==> config.mk <==
export PLATFORM = sky130hd
export DESIGN_NAME = wt_monitor
export DESIGN_NICKNAME = d
export VERILOG_FILES = /design/src/rtl/wt_pkg.sv /design/src/rtl/wt_history.sv /design/src/rtl/wt_rules.sv /design/src/rtl/wt_flags.sv /design/src/rtl/wt_accept.sv /design/src/rtl/wt_monitor.sv
export SDC_FILE = /design/constraint.sdc
export NUM_CORES = 1
export LEC_CHECK = 0
export ABC_AREA = 1
export BUFFER_PORTS_ARGS = -buffer_cell sky130_fd_sc_hd__buf_2
export CAP_MARGIN = 20
export CELL_PAD_IN_SITES_DETAIL_PLACEMENT = 1
export CELL_PAD_IN_SITES_GLOBAL_PLACEMENT = 1
export CORE_ASPECT_RATIO = 0.6
export CORE_MARGIN = 10
export CORE_UTILIZATION = 42
export DETAILED_ROUTE_END_ITERATION = 6
export HOLD_SLACK_MARGIN = 0.06
export PLACE_DENSITY = 0.82
export SYNTH_ARGS = -nofsm -noshare
export SYNTH_HDL_FRONTEND = slang
export SYNTH_SLANG_ARGS = --single-unit
==> constraint.sdc <==
create_clock -name clk -period 2.9 [get_ports clk]
set_input_delay 0.145 -clock clk [delete_from_list [all_inputs] [get_ports clk]]
set_output_delay 0.145 -clock clk [all_outputs]
set_load 0.005 [all_outputs]
==> src/rtl/wt_pkg.sv <==
package wt_pkg;
  typedef enum logic [1:0] {
    TR_IDLE  = 2'b00,
    TR_PAUSE = 2'b01,
    TR_START = 2'b10,
    TR_CONT  = 2'b11
  } tr_e;

  localparam logic [2:0] BURST_OPEN = 3'b001;

  localparam int NRULE     = 4;
  localparam int RULE_IDLE = 0;
  localparam int RULE_HOLD = 1;
  localparam int RULE_BUSY = 2;
  localparam int RULE_ADDR = 3;

  typedef struct packed {
    logic [1:0] trans;
    logic       open_len;
    logic       ready;
    logic       err_first;
    logic       valid;
  } hist_t;
endpackage

==> src/rtl/wt_history.sv <==
module wt_history
  import wt_pkg::*;
#(
  parameter int AW = 32
) (
  input  logic          clk,
  input  logic          rst_n,
  input  logic [1:0]    trans,
  input  logic [AW-1:0] addr,
  input  logic [2:0]    burst,
  input  logic          ready,
  input  logic          resp,
  output hist_t         hist,
  output logic [AW-1:0] hist_addr
);
  always_ff @(posedge clk or negedge rst_n) begin
    if (!rst_n) begin
      hist      <= '0;
      hist_addr <= '0;
    end else begin
      hist.trans     <= trans;
      hist.open_len  <= (burst == BURST_OPEN);
      hist.ready     <= ready;
      hist.err_first <= resp & ~ready;
      hist.valid     <= 1'b1;
      hist_addr      <= addr;
    end
  end
endmodule

==> src/rtl/wt_rules.sv <==
module wt_rules
  import wt_pkg::*;
#(
  parameter int AW        = 32,
  parameter int CHG_LIMIT = 1
) (
  input  logic             clk,
  input  logic             rst_n,
  input  logic [1:0]       trans,
  input  logic [AW-1:0]    addr,
  input  logic             ready,
  input  hist_t            hist,
  input  logic [AW-1:0]    hist_addr,
  output logic [NRULE-1:0] viol
);
  localparam int CW = $clog2(CHG_LIMIT + 2);
  localparam logic [CW-1:0] CNT_MAX = CW'(CHG_LIMIT);

  logic          cmp_en;
  logic          addr_chg;
  logic          type_chg;
  logic          exempt;
  logic          counted;
  logic [CW-1:0] chg_cnt;

  always_comb begin
    cmp_en   = hist.valid & ~hist.ready;
    addr_chg = (addr != hist_addr);
    type_chg = (trans != hist.trans);
    exempt   = hist.err_first && (trans == TR_IDLE);
    counted  = cmp_en && !exempt && (hist.trans != TR_IDLE) && addr_chg;
    viol     = '0;
    if (cmp_en && !exempt) begin
      case (hist.trans)
        TR_IDLE:  viol[RULE_IDLE] = (trans == TR_PAUSE) || (trans == TR_CONT);
        TR_PAUSE: viol[RULE_BUSY] = !hist.open_len &&
                                    !((trans == TR_PAUSE) || (trans == TR_CONT));
        default:  viol[RULE_HOLD] = type_chg || addr_chg;
      endcase
    end
    viol[RULE_ADDR] = counted && (chg_cnt >= CNT_MAX);
  end

  always_ff @(posedge clk or negedge rst_n) begin
    if (!rst_n) begin
      chg_cnt <= '0;
    end else if (ready) begin
      chg_cnt <= '0;
    end else if (counted && (chg_cnt < CNT_MAX)) begin
      chg_cnt <= chg_cnt + 1'b1;
    end
  end
endmodule

==> src/rtl/wt_flags.sv <==
module wt_flags
  import wt_pkg::*;
(
  input  logic             clk,
  input  logic             rst_n,
  input  logic [NRULE-1:0] viol,
  output logic [NRULE-1:0] rule_flags,
  output logic             err_any
);
  for (genvar i = 0; i < NRULE; i++) begin : g_sticky
    always_ff @(posedge clk or negedge rst_n) begin
      if (!rst_n) rule_flags[i] <= 1'b0;
      else if (viol[i]) rule_flags[i] <= 1'b1;
    end
  end

  always_ff @(posedge clk or negedge rst_n) begin
    if (!rst_n) err_any <= 1'b0;
    else if (|viol) err_any <= 1'b1;
  end
endmodule

==> src/rtl/wt_accept.sv <==
module wt_accept #(
  parameter int AW = 32
) (
  input  logic          clk,
  input  logic          rst_n,
  input  logic [1:0]    trans,
  input  logic [AW-1:0] addr,
  input  logic          ready,
  output logic          acc_valid,
  output logic [AW-1:0] acc_addr
);
  always_ff @(posedge clk or negedge rst_n) begin
    if (!rst_n) begin
      acc_valid <= 1'b0;
      acc_addr  <= '0;
    end else begin
      acc_valid <= ready & trans[1];
      if (ready && trans[1]) acc_addr <= addr;
    end
  end
endmodule

==> src/rtl/wt_monitor.sv <==
module wt_monitor
  import wt_pkg::*;
#(
  parameter int AW        = 32,
  parameter int CHG_LIMIT = 1
) (
  input  logic          clk,
  input  logic          rst_n,
  input  logic [1:0]    bus_trans,
  input  logic [AW-1:0] bus_addr,
  input  logic [2:0]    bus_burst,
  input  logic          bus_ready,
  input  logic          bus_resp,
  output logic          acc_valid,
  output logic [AW-1:0] acc_addr,
  output logic [3:0]    rule_flags,
  output logic          err_any
);
  hist_t             hist;
  logic [AW-1:0]     hist_addr;
  logic [NRULE-1:0]  viol;

  wt_history #(.AW(AW)) u_hist (
    .clk(clk), .rst_n(rst_n), .trans(bus_trans), .addr(bus_addr),
    .burst(bus_burst), .ready(bus_ready), .resp(bus_resp),
    .hist(hist), .hist_addr(hist_addr)
  );

  wt_rules #(.AW(AW), .CHG_LIMIT(CHG_LIMIT)) u_rules (
    .clk(clk), .rst_n(rst_n), .trans(bus_trans), .addr(bus_addr),
    .ready(bus_ready), .hist(hist), .hist_addr(hist_addr), .viol(viol)
  );

  wt_flags u_flags (
    .clk(clk), .rst_n(rst_n), .viol(viol),
    .rule_flags(rule_flags), .err_any(err_any)
  );

  wt_accept #(.AW(AW)) u_acc (
    .clk(clk), .rst_n(rst_n), .trans(bus_trans), .addr(bus_addr),
    .ready(bus_ready), .acc_valid(acc_valid), .acc_addr(acc_addr)
  );
endmodule

==> qor.yml, run 1 <==
timing:
  hold_violations: 0
  min_period_ns: 1.78
  tightest_slew_ns: 0.975
  setup_viol: 0
  rsz0062_at_grt: "false"
  fin_skew_ns: 0.00438
  final.setup.tns_ns: 0
  max-slew-margin-rel_pct: 35.0
  final.period_utilization_pct: 61.3
  clock.fmax_ghz: 0.562
  finalMaxSlewViolations: 0
drt:
  drt_iter0_drc: 107
  antenna_left: 0
  viasPerCell: 4.70
  wl_mm: 8.32
  drc_errors: 0
  firstDrtPassIters: 4
  vias: 2448
  avgRoutedWirePerCell_microns: 16.0
logic_synthesis:
  synth-seq-cells: 78
  synth.most_common_cell: "nand2_1"
  syn_area_per_cell_sq_um: 9.83
  ys_warn_count: 0
  synth_area_sq_um: 3030
  dominantRegCellSynth: "dfrtp_1"
  yosysUniqueCellTypes: 23
  yosysTopAreaCell: "dfrtp_1"
  seq_area_frac_synth_pct: 64.4
  ys_top_cells_by_area: "dfrtp_1 64%, nand2_1 16%, xnor2_1 7.5%, inv_1 2.9%, nor2_1 1.9%"
  async_flop_share_pct: 100
  syn-num-nets: 351
  synth-edff-count: 0
  synthTopCellsByCount: "131 x nand2_1, 78 x dfrtp_1, 26 x xnor2_1"
  yosys.area.top_type_share_pct: 64.4
  synth_cells: 308
place:
  gp_congestion: 0.767
  dp_hpwl_mm: 5.48
  io_buffers: 78
grt:
  antenna_found_initial: 0
  grt_pass1_vias: 2759
  grt_max_degree: 79
  grt_pass1_wl_mm: 13.9
  grt.overflow.total: 0
  grt_use_total_pct: 15.9
finish:
  final.fill_count: 782
  fin_util_pct: 61.0
  fin_nets: 474
  drive_gt1_share_pct: 23.3
  seq_area_sq_um: 1950
  area_delta_synth_final_pct: 37.8
  multiInputGateArea_sq_um: 958
  n_antenna_cell: 0
floorplan:
  die_w_microns: 130
  ios: 79
  coreArea_sq_um: 6850
  die_height_microns: 85.8
  start_util_pct: 44.2
  num_rows: 23
  dieArea_sq_um: 11100
pwr:
  switchingPower_uw: 642
  p_comb_share_pct: 13.6
  power_frac_seq_pct: 46.8
  power_uw: 2630
  power_frac_clock_pct: 39.7
  cell_internal_pwr_uw: 1990
  netSwitchingFraction_pct: 24.4
  power_density_nw_per_um2: 630
  peakVddDrop_mv: 0.448
  cellLeakagePower_uw: 0.00215
job:
  maxCapViolCount: 0
clock_tree:
  ctsResizeCount: 0
  clock_latency_ns: 0.33
  post_cts_buffers: 0
  clk_pin_slew_ns: 0.06
  tritoncts: "built"
  cts.path.max_buffers: 2
  clockRootBuffer: "clkbuf_16"
  cts-htree-levels: 3
  cts_sinks: 78
  numCtsBuffers: 9
min_path:
  worst_hold_path_type: "reg2reg"
setup_path:
  crit_path_end_kind: "flip-flop"
  worstSetupPathType: "in2reg"
  worstPathRequired_ns: 3.11
  crit_fanout: 27
  cp.arrival_ns: 1.99
  critPathLaunchType: "input pin"
run_status:
  outcome: "finished, final reports clean"
==> cell usage in the layout (no fill, tap or decap), types with 3 or more instances in the layout <==
master / count
inv_1: 23
clkbuf_16: 9
o21ai_0: 6
nand2_1: 131
nor2_1: 15
buf_2: 77
xnor2_1: 26
dlygate4sd3_1: 39
clkbuf_8: 3
dfrtp_1: 78
nand3_1: 5
==> power groups by stage <==
stage                     clock network, uW  logic [uW]  registers, uW
after floorplan                           0         141           1250
after CTS                              1070         362           1230
after global placement                    0         303           1240
after detailed placement                  0         319           1250
final                                  1040         358           1230
after global routing                   1120         408           1240
==> per-layer routing <==
layer	up-vias	global-route usage, %	part of all wire, %
li1	1172	-	-
met3	9	6.45	7.3
met2	60	27.3	49
met5	-	0	0
met1	1207	17.8	43
met4	0	4.78	1.1
==> metrics by stage <==
step	cell area [sq um]	cells	hold WS [ns]	worst slack [ns]
after floorplan	3030	308	-0.151	1.70
after detailed placement	3510	468	0.283	1.37
after global routing	4180	521	0.498	0.933
final	4180	521	0.469	1.12
after global placement	3510	468	0.281	1.44
after CTS	4180	521	0.468	1.15
==> final timing paths <==
| check | endpoint | cells past startpoint | start | slack (ns) |
|---|---|---|---|---|
| setup / recovery | u_acc.acc_addr[8] | 6 | bus_ready | 1.12 |
| hold / removal | u_flags.rule_flags[3] | 2 | u_flags.rule_flags[3] | 0.47 |
| setup reg to reg | u_flags.err_any | 8 | u_hist.hist_addr[20] | 1.47 |
| hold reg to reg | u_flags.rule_flags[3] | 2 | u_flags.rule_flags[3] | 0.47 |
| max in group asynchronous | u_acc.acc_addr[31] | 2 | rst_n | 1.76 |
| min in group asynchronous | u_acc.acc_valid | 2 | rst_n | 0.51 |
==> flip-flops by register name (all words and copies together) (netlist names) <==
name,cells
u_acc.acc_addr,32
u_hist.hist_addr,32
u_hist.hist,6
u_flags.rule_flags,4
u_rules.chg_cnt,2
u_acc.acc_valid,1
u_flags.err_any,1
==> worst max-delay path, cell delays in order <==
cell and delay [ns]:
dlygate4sd3_1 0.53, buf_2 0.16, nand2_1 0.10, clkinv_1 0.68, nand2_1 0.29, nand2_1 0.07
==> cells by family (layout without fill, tap and decap cells) <==
logic type	count (synthesis)	in the layout	share of synthesized area, %
compound gates	9	9	1.82
xor+xnor	26	26	7.52
fa+ha+maj	2	2	0.826
buf+inv	30	156	3.92
flops	78	78	64.4
other cells	1	1	0.124
simple gates	162	162	21.4
==> area by class of cell <==
class / instances / area share (%)
well taps: 87 / 2.61
repair buffers: 118 / 18.9
clock buffers: 13 / 6.47
flip-flops and latches: 78 / 46.7
inverters: 24 / 2.16
multi-input cells: 200 / 23.0
clock inverters: 1 / 0.120
==> repair_timing <==
item                       4_1_cts  5_1_grt
hold buffers                    39        0
hold endpoints to repair       129        0
setup endpoints to repair        0        0
No activity file was read; power rests on OpenSTA's default activity.
==> run 2, diff against run 1 <==
- CORE_UTILIZATION: 42 -> 39
- PLACE_DENSITY: 0.82 -> 0.77
- clock period: 2.9 -> 1.7 ns (I/O delays scaled with it)
==> run 2 against run 1 <==
  * Largest cell class unchanged
  * Total power rose by 73%
  * Combinational power grew 73%
  * Highest routed layer unchanged
  * Largest power group unchanged
  * Critical path type unchanged
  * Worst setup slack got worse by 0.93 ns
  * Critical endpoint is now u_rules.chg_cnt[0]
==> qor.yml, run 2 (same netlist as run 1, synthesis figures left out) <==
timing:
  hold_violations: 0  # unchanged
  finalMaxSlewViolations: 0  # unchanged
  rsz0062_at_grt: "false"
  setup_viol: 0  # unchanged
  whs_ns: 0.241  # -0.228 ns
  clock.fmax_ghz: 0.662
  final.period_utilization_pct: 88.9
  min_period_ns: 1.51
  fin_skew_ns: 0.00456  # +0.000184 ns
  final.setup.tns_ns: 0  # unchanged
  layout_setup_ws_ns: 0.189  # -0.932 ns
floorplan:
  die_height_microns: 88.3  # +2.9%
  coreArea_sq_um: 7420  # +8.3%
  start_util_pct: 40.8  # -3.4 points
  num_rows: 24  # +4.3%
  ios: 79  # unchanged
  die_w_microns: 134  # +3.2%
  dieArea_sq_um: 11800  # +6.2%
finish:
  largestRegisters: "u_acc.acc_addr x32, u_hist.hist_addr x32, u_hist.hist x6"
  area_delta_synth_final_pct: 40.0
  final_cell_mix: "131 x nand2_1, 78 x dfrtp_1, 77 x buf_2"
  layout_commonest_cell: "nand2_1"
  fin_nets: 477  # +0.63%
  drive_gt1_share_pct: 23.9  # +0.65 points
pwr:
  switchingPower_uw: 1110  # +73%
  netSwitchingFraction_pct: 24.4  # about the same
  peakVddDrop_mv: 0.566  # +26%
  cellLeakagePower_uw: 0.00218  # +1.2%
  power_frac_seq_pct: 46.1  # -0.7 points
  cell_internal_pwr_uw: 3440  # +73%
  power_density_nw_per_um2: 1070  # +70%
  p_comb_share_pct: 13.6  # about the same
  power_frac_clock_pct: 40.3  # +0.6 points
clock_tree:
  ctsResizeCount: 0  # unchanged
  cts_hold_buf: 39  # unchanged
  cts.path.max_buffers: 2  # unchanged
  tritoncts: "built"
  post_cts_buffers: 0  # unchanged
  cts-htree-levels: 3  # unchanged
  clockRootBuffer: "clkbuf_16"
  clk_pin_slew_ns: 0.06  # about the same
  numCtsBuffers: 9  # unchanged
  clock_latency_ns: 0.33  # about the same
  cts_sinks: 78  # unchanged
place:
  gp_congestion: 0.742  # -3.2%
  io_buffers: 78  # unchanged
  dp_hpwl_mm: 5.74  # +4.6%
  place_ws_ns: 0.300  # -1.07 ns
setup_path:
  worstSetupPathType: "in2reg"
  worstPathRequired_ns: 1.92  # -1.19 ns
  crit_fanout: 3  # -89%
  crit_top_cell: "nand2_1"
  crit_path_end_kind: "flip-flop"
  cp.arrival_ns: 1.74  # -0.25 ns
  slowest_delay_ns: 0.53  # -0.15 ns
  slowest_stage: "dlygate4sd3_1"
  critPathLaunchType: "input pin"
  cp_cell_sequence: "dlygate4sd3_1 > buf_2 > inv_1 > nand2_1 > nand2_1 > nand2_1 > nor2_1 > nand2_1 > nor2_2 > nand2_2 > nand3_2 > nand2_2 > nand2_1 > nand2_1"
drt:
  wl_mm: 8.36  # +0.48%
  viasPerCell: 4.47  # -5.0%
  drc_errors: 0  # unchanged
  drt_iter0_drc: 118  # +10%
  antenna_left: 0  # unchanged
  avgRoutedWirePerCell_microns: 15.4  # -3.8%
  firstDrtPassIters: 4  # unchanged
  vias: 2429  # -0.78%
grt:
  grt_use_total_pct: 14.9  # -1.0 points
  grt_pass1_vias: 2780  # +0.76%
  grt_max_degree: 47  # -41%
  grt_pass1_wl_mm: 14.0  # +0.40%
  grt.overflow.total: 0  # unchanged
  antenna_found_initial: 1  # +1
job:
  maxCapViolCount: 0  # unchanged
min_path:
  worst_hold_path_type: "in2async"
run_status:
  outcome: "finished, final reports clean"
-- run 2: cell count changes in the layout (fill, tap and decap cells not counted), sizes merged --
cell,delta
buf,+3
bufinv,+1
clkbuf,-2
clkinv,+3
diode,+1
-- run 2: layout make-up --
cell class / count / area [sq um]
diodes: 1 / 2.50
inverters: 24 / 90.1
multi-input cells: 200 / 958
repair buffers: 121 / 826
clock inverters: 5 / 50.0
fillers: 848 / 3180
flip-flops and latches: 78 / 1950
well taps: 104 / 130
clock buffers: 11 / 233
-- run 2: power groups by stage --
stage                     clock (uW)  sequential (uW)  combinational [uW]
after floorplan                    0             2130                 241
after global placement             0             2120                 531
after detailed placement           0             2130                 557
after CTS                       1880             2100                 632
after global routing            1960             2120                 706
final                           1830             2100                 619
-- run 2: metal layers --
metal | track usage (%) | share of wire (%) | vias up
met5 | 0 | 0 | -
met4 | 4.82 | 1.3 | 0
met3 | 6.62 | 7.5 | 13
met2 | 25.3 | 47 | 68
met1 | 16.7 | 45 | 1170
li1 | - | - | 1178
-- run 2: worst max-delay path, delay by kind of cell --
kind / cells / cell delay, ns
buffers and inverters: 3 / 0.75
AND/OR/NAND/NOR: 11 / 0.90
-- run 2: final timing paths --
| path | start | end | slack, ns | cells after the start |
|---|---|---|---|---|
| worst max-delay path | bus_addr[21] | u_rules.chg_cnt[0] | 0.19 | 14 |
| worst min-delay path | rst_n | u_acc.acc_addr[5] | 0.24 | 2 |
| worst max register to register | u_hist.hist_addr[21] | u_rules.chg_cnt[0] | 0.27 | 12 |
| worst min register to register | u_flags.rule_flags[2] | u_flags.rule_flags[2] | 0.46 | 1 |
| max in group asynchronous | rst_n | u_acc.acc_addr[16] | 0.87 | 3 |
| min in group clk | bus_addr[26] | u_hist.hist_addr[26] | 0.43 | 2 |
-- run 2: through the flow --
stage / area, sq um / utilization [%] / std cells / power (uW)
floorplan: 3030 / - / 308 / 2370
global placement: 3570 / 48.1 / 488 / 2650
detailed placement: 3570 / 48.1 / 488 / 2680
CTS: 4240 / 57.2 / 543 / 4610
global route: 4240 / 57.2 / 544 / 4780
finish: 4240 / 57.2 / 544 / 4550
